## src/rtl/usb_out_seq_pkg.sv

```systemverilog
package usb_out_seq_pkg;

    typedef enum logic [3:0] {
        ST_IDLE,
        ST_PLAN,
        ST_LOAD,
        ST_KICK_BC,
        ST_KICK_GO,
        ST_WAIT,
        ST_RETRY_ZERO,
        ST_RETRY_FB,
        ST_DONE
    } seq_state_e;

    localparam logic [3:0] HS_ACK    = 4'h0;
    localparam logic [3:0] HS_NAK    = 4'h4;
    localparam logic [3:0] TOKEN_OUT = 4'h1;

endpackage

```

## src/rtl/uos_done_latch.sv

```systemverilog
module uos_done_latch (
    input  logic       clk,
    input  logic       rst_n,
    input  logic       set_i,
    input  logic [3:0] res_i,
    input  logic       clr_i,
    output logic       pend_o,
    output logic [3:0] res_o
);
    typedef struct packed {
        logic       pend;
        logic [3:0] res;
    } latch_t;

    latch_t l_d, l_q;

    always_comb begin
        l_d = l_q;
        if (clr_i) begin
            l_d.pend = 1'b0;
        end else if (set_i) begin
            l_d.pend = 1'b1;
            l_d.res  = res_i;
        end
    end

    always_ff @(posedge clk or negedge rst_n) begin
        if (!rst_n) l_q <= '0;
        else        l_q <= l_d;
    end

    assign pend_o = l_q.pend;
    assign res_o  = l_q.res;

    // a held completion stays until it is consumed or cleared
    a_r11_sticky: assert property (@(posedge clk) disable iff (!rst_n)
        (l_q.pend && !clr_i) |=> l_q.pend);

endmodule

```

## src/rtl/uos_bank_track.sv

```systemverilog
module uos_bank_track #(
    parameter int BC_W = 7
) (
    input  logic            clk,
    input  logic            rst_n,
    input  logic            clr_i,
    input  logic            load_i,
    input  logic [BC_W-1:0] load_bc_i,
    input  logic [7:0]      load_fb_i,
    input  logic            ack_i,
    output logic [1:0]      avail_o,
    output logic [BC_W-1:0] cur_bc_o,
    output logic [7:0]      cur_fb_o
);
    typedef struct packed {
        logic [1:0]      avail;
        logic [BC_W-1:0] cur_bc;
        logic [7:0]      cur_fb;
        logic [BC_W-1:0] pend_bc;
        logic [7:0]      pend_fb;
    } bank_t;

    bank_t b_d, b_q;

    always_comb begin
        b_d = b_q;
        if (clr_i) begin
            b_d       = '0;
            b_d.avail = 2'd2;
        end else if (load_i) begin
            b_d.avail = b_q.avail - 2'd1;
            if (b_q.avail == 2'd2) begin
                b_d.cur_bc = load_bc_i;
                b_d.cur_fb = load_fb_i;
            end else begin
                b_d.pend_bc = load_bc_i;
                b_d.pend_fb = load_fb_i;
            end
        end else if (ack_i) begin
            b_d.avail = b_q.avail + 2'd1;
            if (b_q.avail == 2'd0) begin
                b_d.cur_bc = b_q.pend_bc;
                b_d.cur_fb = b_q.pend_fb;
            end
        end
    end

    always_ff @(posedge clk or negedge rst_n) begin
        if (!rst_n) begin
            b_q       <= '0;
            b_q.avail <= 2'd2;
        end else begin
            b_q <= b_d;
        end
    end

    assign avail_o  = b_q.avail;
    assign cur_bc_o = b_q.cur_bc;
    assign cur_fb_o = b_q.cur_fb;

    // never load into a full pair, never acknowledge an empty pair
    a_r3_no_overload: assert property (@(posedge clk) disable iff (!rst_n)
        load_i |-> (b_q.avail != 2'd0));
    a_r3_no_spurious_ack: assert property (@(posedge clk) disable iff (!rst_n)
        ack_i |-> (b_q.avail != 2'd2));

endmodule

```

## src/rtl/uos_nak_guard.sv

```systemverilog
module uos_nak_guard #(
    parameter int NAK_W = 16
) (
    input  logic             clk,
    input  logic             rst_n,
    input  logic             clr_i,
    input  logic             ack_i,
    input  logic             nak_i,
    input  logic [NAK_W-1:0] limit_i,
    output logic             hit_o
);
    logic [NAK_W-1:0] cnt_d, cnt_q;
    logic [NAK_W-1:0] cnt_inc;

    assign cnt_inc = cnt_q + NAK_W'(1);

    always_comb begin
        cnt_d = cnt_q;
        if (clr_i || ack_i) cnt_d = '0;
        else if (nak_i)     cnt_d = cnt_inc;
    end

    always_ff @(posedge clk or negedge rst_n) begin
        if (!rst_n) cnt_q <= '0;
        else        cnt_q <= cnt_d;
    end

    assign hit_o = nak_i && (cnt_inc == limit_i);

    // an ACK leaves the consecutive-NAK count at zero
    a_r6_ack_resets: assert property (@(posedge clk) disable iff (!rst_n)
        ack_i |=> (cnt_q == '0));

endmodule

```

## src/rtl/usb_out_seq.sv

```systemverilog
module usb_out_seq
    import usb_out_seq_pkg::*;
#(
    parameter int CNT_W   = 16,
    parameter int NAK_W   = 16,
    parameter int PKT_MAX = 64
) (
    input  logic             clk,
    input  logic             rst_n,
    input  logic             start_i,
    input  logic [3:0]       ep_i,
    input  logic [CNT_W-1:0] total_len_i,
    input  logic [NAK_W-1:0] nak_limit_i,
    output logic [CNT_W-1:0] src_addr_o,
    input  logic [7:0]       src_data_i,
    output logic             fifo_wr_o,
    output logic [7:0]       fifo_data_o,
    output logic             bc_wr_o,
    output logic [7:0]       bc_data_o,
    output logic             irq_clr_o,
    output logic             launch_o,
    output logic [7:0]       launch_code_o,
    input  logic             xfer_done_i,
    input  logic [3:0]       xfer_result_i,
    output logic             busy_o,
    output logic             done_o,
    output logic [3:0]       result_o
);
    localparam int BC_W = $clog2(PKT_MAX + 1);
    localparam logic [CNT_W-1:0] PKT_CNT = CNT_W'(PKT_MAX);

    typedef struct packed {
        seq_state_e       st;
        logic [CNT_W-1:0] rem;
        logic [CNT_W-1:0] ptr;
        logic [BC_W-1:0]  len;
        logic [BC_W-1:0]  idx;
        logic [7:0]       fb;
        logic             first;
        logic [3:0]       ep;
        logic [NAK_W-1:0] limit;
        logic [3:0]       res;
    } seq_t;

    seq_t s_d, s_q;

    logic            bank_clr, bank_load, bank_ack;
    logic [BC_W-1:0] load_bc;
    logic [7:0]      load_fb;
    logic [1:0]      avail;
    logic [BC_W-1:0] cur_bc;
    logic [7:0]      cur_fb;
    logic            nak_inc, nak_hit;
    logic            lat_clr, lat_pend;
    logic [3:0]      lat_res;

    uos_bank_track #(.BC_W(BC_W)) u_bank (
        .clk(clk), .rst_n(rst_n), .clr_i(bank_clr), .load_i(bank_load),
        .load_bc_i(load_bc), .load_fb_i(load_fb), .ack_i(bank_ack),
        .avail_o(avail), .cur_bc_o(cur_bc), .cur_fb_o(cur_fb)
    );

    uos_nak_guard #(.NAK_W(NAK_W)) u_nak (
        .clk(clk), .rst_n(rst_n), .clr_i(bank_clr), .ack_i(bank_ack),
        .nak_i(nak_inc), .limit_i(s_q.limit), .hit_o(nak_hit)
    );

    uos_done_latch u_latch (
        .clk(clk), .rst_n(rst_n), .set_i(xfer_done_i), .res_i(xfer_result_i),
        .clr_i(lat_clr), .pend_o(lat_pend), .res_o(lat_res)
    );

    always_comb begin
        s_d         = s_q;
        fifo_wr_o   = 1'b0;
        fifo_data_o = 8'h00;
        bc_wr_o     = 1'b0;
        bc_data_o   = 8'h00;
        irq_clr_o   = 1'b0;
        launch_o    = 1'b0;
        done_o      = 1'b0;
        bank_clr    = 1'b0;
        bank_load   = 1'b0;
        bank_ack    = 1'b0;
        load_bc     = s_q.len;
        load_fb     = (s_q.idx == '0) ? src_data_i : s_q.fb;
        nak_inc     = 1'b0;
        lat_clr     = 1'b0;

        unique case (s_q.st)
            ST_IDLE: begin
                if (start_i) begin
                    s_d.ep    = ep_i;
                    s_d.limit = nak_limit_i;
                    s_d.rem   = total_len_i;
                    s_d.ptr   = '0;
                    s_d.first = 1'b1;
                    s_d.res   = HS_ACK;
                    bank_clr  = 1'b1;
                    lat_clr   = 1'b1;
                    s_d.st    = (total_len_i == '0) ? ST_DONE : ST_PLAN;
                end
            end
            ST_PLAN: begin
                if (s_q.rem != '0 && avail != 2'd0) begin
                    s_d.len = (s_q.rem >= PKT_CNT) ? BC_W'(PKT_MAX) : BC_W'(s_q.rem);
                    s_d.rem = s_q.rem - ((s_q.rem >= PKT_CNT) ? PKT_CNT : s_q.rem);
                    s_d.idx = '0;
                    s_d.st  = ST_LOAD;
                end else begin
                    s_d.st  = ST_WAIT;
                end
            end
            ST_LOAD: begin
                fifo_wr_o   = 1'b1;
                fifo_data_o = src_data_i;
                s_d.ptr     = s_q.ptr + CNT_W'(1);
                s_d.idx     = s_q.idx + BC_W'(1);
                if (s_q.idx == '0) s_d.fb = src_data_i;
                if (s_q.idx == s_q.len - BC_W'(1)) begin
                    bank_load = 1'b1;
                    s_d.first = 1'b0;
                    s_d.st    = s_q.first ? ST_KICK_BC : ST_PLAN;
                end
            end
            ST_KICK_BC: begin
                bc_wr_o   = 1'b1;
                bc_data_o = 8'(cur_bc);
                s_d.st    = ST_KICK_GO;
            end
            ST_KICK_GO: begin
                irq_clr_o = 1'b1;
                launch_o  = 1'b1;
                lat_clr   = 1'b1;
                s_d.st    = ST_PLAN;
            end
            ST_WAIT: begin
                if (lat_pend) begin
                    lat_clr = 1'b1;
                    if (lat_res == HS_ACK) begin
                        bank_ack = 1'b1;
                        if (avail == 2'd1) begin
                            s_d.res = HS_ACK;
                            s_d.st  = ST_DONE;
                        end else begin
                            s_d.st  = ST_KICK_BC;
                        end
                    end else if (lat_res == HS_NAK) begin
                        nak_inc = 1'b1;
                        if (nak_hit) begin
                            s_d.res = HS_NAK;
                            s_d.st  = ST_DONE;
                        end else begin
                            s_d.st  = ST_RETRY_ZERO;
                        end
                    end else begin
                        s_d.res = lat_res;
                        s_d.st  = ST_DONE;
                    end
                end
            end
            ST_RETRY_ZERO: begin
                bc_wr_o   = 1'b1;
                bc_data_o = 8'h00;
                s_d.st    = ST_RETRY_FB;
            end
            ST_RETRY_FB: begin
                fifo_wr_o   = 1'b1;
                fifo_data_o = cur_fb;
                s_d.st      = ST_KICK_BC;
            end
            ST_DONE: begin
                done_o = 1'b1;
                s_d.st = ST_IDLE;
            end
            default: s_d.st = ST_IDLE;
        endcase
    end

    always_ff @(posedge clk or negedge rst_n) begin
        if (!rst_n) begin
            s_q    <= '0;
            s_q.st <= ST_IDLE;
        end else begin
            s_q <= s_d;
        end
    end

    assign src_addr_o    = s_q.ptr;
    assign launch_code_o = {TOKEN_OUT, s_q.ep};
    assign busy_o        = (s_q.st != ST_IDLE);
    assign result_o      = s_q.res;

    // nothing is strobed while idle
    a_r12_idle_quiet: assert property (@(posedge clk) disable iff (!rst_n)
        !busy_o |-> !(fifo_wr_o || bc_wr_o || irq_clr_o || launch_o));
    // empty record completes on the next cycle with success
    a_r9_empty_record: assert property (@(posedge clk) disable iff (!rst_n)
        (!busy_o && start_i && total_len_i == '0) |=> (done_o && result_o == HS_ACK));
    // a zero byte count flip is followed by the saved first byte
    a_r4_flip_then_fb: assert property (@(posedge clk) disable iff (!rst_n)
        (bc_wr_o && bc_data_o == 8'h00) |=> (fifo_wr_o && fifo_data_o == cur_fb));
    // done is a single-cycle pulse
    a_r8_done_pulse: assert property (@(posedge clk) disable iff (!rst_n)
        done_o |=> !done_o);
    // a start while busy does not end the operation
    a_r10_busy_start: assert property (@(posedge clk) disable iff (!rst_n)
        (busy_o && !done_o && start_i) |=> busy_o);

endmodule

```

## config.mk

```make
export PLATFORM = sky130hd
export DESIGN_NAME = usb_out_seq
export DESIGN_NICKNAME = d
export VERILOG_FILES = /design/src/rtl/usb_out_seq_pkg.sv /design/src/rtl/uos_done_latch.sv /design/src/rtl/uos_bank_track.sv /design/src/rtl/uos_nak_guard.sv /design/src/rtl/usb_out_seq.sv
export SDC_FILE = /design/constraint.sdc
export NUM_CORES = 1
export LEC_CHECK = 0
export ABC_AREA = 1
export BUFFER_PORTS_ARGS = -buffer_cell sky130_fd_sc_hd__clkbuf_2
export CAP_MARGIN = 20
export CORE_AREA = 8 8 121 123
export CTS_CLUSTER_SIZE = 12
export DETAILED_ROUTE_END_ITERATION = 6
export DIE_AREA = 0 0 129 131
export GPL_ROUTABILITY_DRIVEN = 0
export GPL_TIMING_DRIVEN = 0
export PLACE_DENSITY = 0.85
export SLEW_MARGIN = 20
export SYNTH_ARGS = -nofsm -noshare
export SYNTH_HDL_FRONTEND = slang
export SYNTH_SLANG_ARGS = --single-unit
```

## constraint.sdc

```tcl
create_clock -name clk -period 3.3 [get_ports clk]
set_input_delay 0.33 -clock clk [delete_from_list [all_inputs] [get_ports clk]]
set_output_delay 0.33 -clock clk [all_outputs]
set_load 0.1 [all_outputs]
```

* After elaboration in Yosys (flattened, before gate mapping)
Cells that the tools add are included.
** Word-level totals
- Flip-flop bits (word level) :: 136
- Bits of input ports :: 52
- Output and inout bits :: 50
- Logic and storage cells :: 139
** Cells by class
- Add/sub/neg operators :: 7
- $lt $le $gt $ge :: 1
- Equal/unequal tests :: 21
- Mux-type cells :: 58
- Bitwise gates (word level) :: 1
- Reduce and logical (&&, ||, !) cells :: 33
** Operator list (count)
- two-way mux 16 bit :: 4
- case mux 16 bit (2 select lines) :: 2
- two-way mux 15 bit :: 4
- two-way mux 4 bit :: 12
- two-way mux 36 bit :: 1
- two-way mux 17 bit :: 2
- adder 16 x 1 -> 16 bit (second input constant) :: 2
- two-way mux 32 bit :: 1
- case mux 4 bit (8 select lines) :: 1
- two-way mux 25 bit :: 1
- two-way mux 7 bit :: 3
- == test 4 x 3 -> 1 bit (second input constant) :: 5
- two-way mux 1 bit :: 18
- == test 16 bit :: 1
- greater-or-equal comparator 16 x 7 -> 1 bit (second input constant) :: 1
- logical NOT 16 bit :: 1
- case mux 8 bit (2 select lines) :: 1
- nonzero test 16 bit :: 1
- nonzero test 2 bit :: 8
- subtractor 16 bit :: 1
- case mux 7 bit (2 select lines) :: 1
- AND reduction 2 bit :: 6
- AND reduction 3 bit :: 4
- == test 4 x 2 -> 1 bit (second input constant) :: 2
- 31 further kinds :: 38

* Logic depth before layout (Yosys ltp)
- Depth in word-level cells :: 11
- Depth in mapped cells :: 17
- Mapped depth without buffers :: 17

* Cells and area by module
Synthesis repeated with hierarchy kept, for this count alone.
** Second synthesis, totals
- Cells, all modules :: 1138
- Area total of the unflattened synthesis :: 8306.7 µm²
** By module, submodules not included
- usb_out_seq :: instances 1, cells an instance 683, area an instance 5081.1 µm², seq. area each 2077.0 µm²
- uos_bank_track :: instances 1, cells an instance 222, area an instance 1710.4 µm², seq. area each 802.0 µm²
- uos_nak_guard :: instances 1, cells an instance 212, area an instance 1322.5 µm², seq. area each 400.4 µm²
- uos_done_latch :: instances 1, cells an instance 21, area an instance 192.7 µm², seq. area each 125.1 µm²

* Least setup slack after synthesis
Ideal clock, no wire load.
- Path kind :: flip-flop to flip-flop
- Start point :: reg s_q[82] (netlist name)
- End point :: reg s_q[81] (netlist name)
- Library setup time :: 66 ps
- Arrival :: 3245 ps
- Required time :: 3234 ps
- Setup slack :: -10 ps
- Stages on the path, launching flop included :: 8
- Buffers on the path :: 0
- Clock period less this slack :: 3310 ps
- Path through :: dfrtp_1 > nor2_1 > inv_1 > o31ai_1 > nor2_1 > nand2_1 > nand2_1 > nand2_1
** On the way
- Longest elaborated chain between the ends :: 8
- Elaborated cells on any way between the ends :: 19
- Classes of those cells :: eq/ne: 10; mux: 6; reduce/logical: 3
** Ends and longest elaborated chain
- start: declaration :: RTL line usb_out_seq.sv:45 : seq_t s_d, s_q;
- == test 4 x 3 -> 1 bit :: RTL line usb_out_seq.sv:90 : unique case (s_q.st)
- two-way mux 1 bit :: RTL line usb_out_seq.sv:90
- logical AND 1 bit :: RTL line uos_nak_guard.sv:28 : assign hit_o = nak_i && (cnt_inc == limit_i);
- two-way mux 4 bit :: RTL line usb_out_seq.sv:150 : if (nak_hit) begin
- two-way mux 4 bit :: RTL line usb_out_seq.sv:148 : end else if (lat_res == HS_NAK) begin
- two-way mux 4 bit :: RTL line usb_out_seq.sv:140 : if (lat_res == HS_ACK) begin
- two-way mux 4 bit :: RTL line usb_out_seq.sv:138 : if (lat_pend) begin
- case mux 4 bit (8 select lines) :: RTL line usb_out_seq.sv:90
Parallel ways exist; a longest one is shown, timed or not. The select of a mux whose other input is x is not followed.
A chain may end at the register's enable or synchronous reset.

* Worst setup path in the final report
- Start point :: reg s_q[82] (netlist name)
- End point :: out fifo_data_o[5]
** On the way
- Longest elaborated chain between the ends :: 2
- Elaborated cells on any way between the ends :: 3
- Classes of those cells :: eq/ne: 2; mux: 1
** Ends and longest elaborated chain
- == test 4 x 3 -> 1 bit or == test 4 x 2 -> 1 bit (tied branches) :: RTL line usb_out_seq.sv:90
- case mux 8 bit (2 select lines) (*) :: RTL line usb_out_seq.sv:90
- end: declaration :: RTL line usb_out_seq.sv:17 : output logic [7:0] fifo_data_o,
Mark *: on every way between the ends. The rest lies on a longest branch, timed or not.

==> flow_summary.toml <==
[outcome]
status = "completed"

[place]
place_area_mm2 = 0.00863
dp_cells = 1333
hpwl_mm = 14.3
port_buffers = 96

[power]
ir_drop_uv = 343
p_total_mw = 3.89
p_leak_nw = 4.75
power_density_mw_per_mm2 = 422

[synth]
synth_top_family_by_area = "simple AND/OR/NAND/NOR gates"
synth_compound_area_frac = 0.112
synth_area_leaders = "dfrtp_1 43%, nand2_1 14%, nand3_1 6.4%"
synthCells = 1056
synth_top_area_cell = "dfrtp_1"
yosys.area_share.simple = 0.312
syn_area_per_cell_um2 = 7.45
synth_edf_count = 0
syn_area_mm2 = 0.00787
muxShareOfSynthArea = 0.00684
synthArstFlopShare = 1.00
yosysWarnings = 0
yosys_most_used_dff = "dfrtp_1"
ys_seq_area_frac = 0.433
yosysTopAreaCellShare = 0.429
ys_ff_latch = 136
synth_xor_area_frac = 0.0176
ys_types = 51
synthAdderAreaFrac = 0.0143

[clock_tree]
insertion_delay_ns = 0.42
cts_buffers = 17
cts_sinks = 136
cts_setup_buffers = 0
root_buffer = "clkbuf_16"
clk_pin_slew_ns = 0.06
h-tree-depth = 4
clockBufferDepth = 2
cts_tree = "built"

[sta]
fin_worst_skew_ns = 0.00656
final.period_utilization = 0.934
fmax_ghz = 0.325
fin_crit_ns = 3.08
drv_slew = 0
rsz0062_at_grt = "false"
finalHoldViolations = 0
slew-limit-headroom = 0.632
finalSetupViolCount = 0
worst_pin_slew_ns = 0.555

[final_layout]
nNetsFinal = 1238
area_delta_synth_final_pct = 17.4
final_cells = 1366
stdcell_area_mm2 = 0.00924
layout-drive-gt1-share = 0.176
layout.area.seq_mm2 = 0.00340
antenna_cells = 0
multiInputGateArea_mm2 = 0.00367
n_fill_cell = 1055

[floorplan]
fp.dieW_um = 129
core.rowCount = 42
initial_core_util = 0.611
coreArea_mm2 = 0.0129
die_y_um = 131
dieArea_mm2 = 0.0169
ios = 102

[worst_hold_path]
hold_depth = 3
hold_path.class = "input port to flip-flop"
hp-start = "nak_limit_i[4]"
hold_end = "s_q[8]"

[detailed_routing]
drt_iter0_drc = 657
wire_per_inst_um = 14.6
vias = 7457
drt_first_pass_iters = 6
drc_errors = 0
ant_nets = 0
wirelength_mm = 19.9
via_per_inst = 5.46

[setup_path]
worstRegToRegCells = 14
critPathRequiredTime_ns = 2.97
crit_fanout = 10
r2r_slack_ns = 0.77
r2r-start = "load_bc[0]"
reg2reg_to = "u_bank.cur_fb_o[7]"
startpoint_type = "flip-flop"
critPathArrivalTime_ns = 2.75
endpoint_kind = "output pin"
crit_type = "flip-flop to output pin"

[run]
maxCapViolCount = 0

[global_route]
grtUsageTotal = 0.246
grt_pass1_wl_mm = 33.3
grt_pass1_vias = 7266
grt_max_degree = 91
grt_overflow_total = 0
antenna_found_initial = 0
[cells by family after synthesis]
| kind of cell | count (synthesis) |
|---|---|
| adder cells (fa/ha/maj) | 9 |
| buffers and inverters | 178 |
| AO/OA/AOI/OAI | 157 |
| XOR/XNOR | 15 |
| multiplexers | 5 |
| other | 2 |
| AND/OR/NAND/NOR | 554 |
| flip-flops | 136 |
[how the worst max path moves through the flow]
stage	start	to	slack [ns]	cells after the start
5_1_grt	s_q[82]	fifo_data_o[3]	0.03	7
4_1_cts	s_q[82]	fifo_data_o[5]	0.10	7
3_5_place_dp	s_q[82]	fifo_data_o[5]	0.56	7
6_report	s_q[82]	fifo_data_o[5]	0.22	7
3_3_place_gp	rst_n	s_q[37]	-0.32	1
2_1_floorplan	s_q[82]	fifo_wr_o	0.25	3
[per-stage QoR]
step | hold WS, ns | util | setup slack (ns) | setup TNS [ns]
2_1_floorplan | 0.0344 | - | 0.252 | 0
3_3_place_gp | 0.457 | 0.667 | -0.320 | -42.05
3_5_place_dp | 0.292 | 0.670 | 0.555 | 0
4_1_cts | 0.0940 | 0.717 | 0.102 | 0
5_1_grt | 0.111 | 0.717 | 0.0281 | 0
6_report | 0.108 | 0.717 | 0.218 | 0
[final cells by class]
cell class | instances | share of cell area
Multi-Input combinational cell | 746 | 0.397
Buffer | 64 | 0.0423
Timing Repair Buffer | 98 | 0.0570
Sequential cell | 136 | 0.369
Clock inverter | 12 | 0.0164
Clock buffer | 20 | 0.0484
Inverter | 114 | 0.0463
Tap cell | 176 | 0.0238
[critical path, cell delays in order (launching register included)]
cell      delay (ns)
dfrtp_1         0.40
inv_1           0.08
nand2_1         0.16
nor3_4          0.33
clkbuf_1        0.41
clkbuf_2        0.32
a32o_1          0.17
clkbuf_2        0.45
[report_power, final]
group,switching [mW],internal (mW)
Combinational,0.172,0.0709
Clock,0.732,1.20
Sequential,0.0202,1.70
[synthesized netlist by cell type, types with 3 or more instances]
cell,count
buf_2,14
ha_1,9
inv_1,107
xnor2_1,3
nor2_2,8
nor2_1,83
mux2_2,3
o21ai_0,82
nand3_1,100
nand4_1,41
clkbuf_1,16
nor3_1,8
a21oi_1,39
dfrtp_1,135
nand2_2,4
xor2_1,11
nor3b_1,3
buf_4,31
inv_2,6
nand2_1,287
o22ai_1,3
nor4_1,6
nand3_2,3
a31oi_1,4
a32o_1,10
o21ai_1,8
[state kept, by name, indices dropped and copies added, names as in the netlist, 4 cells and up]
name and count:
src_addr_o 16, u_bank.cur_fb_o 8, u_nak.cnt_q 16, load_bc 7, u_latch.res_o 4, u_bank.b_q 15
s_q 52, u_bank.cur_bc_o 7, result_o 4, launch_code_o 4
[metal layers]
layer | wire length (um) | vias up | track usage
met5 | 0 | - | 0
met4 | 630 | 0 | 0.120
met3 | 1260 | 47 | 0.0511
met2 | 9510 | 274 | 0.408
met1 | 8490 | 3453 | 0.302
li1 | - | 3683 | -
[cell usage in the layout (no fill, tap or decap), types with 9 or more instances in the layout]
master     count
buf_4         31
inv_1        107
nor2_1        83
nand4_1       41
a32o_1        10
clkbuf_16     17
clkbuf_2      96
ha_1           9
dfrtp_1      135
clkbuf_1      17
nand2_1      287
a21oi_1       39
nand3_1      100
o21ai_0       82
xor2_1        11
buf_2         14
[what timing repair did]
item	in CTS	in global routing
hold buffers	1	0
hold endpoints to repair	46	0
setup endpoints to repair	0	8
resized for setup	0	2
Power figures use the tool's default switching activity.
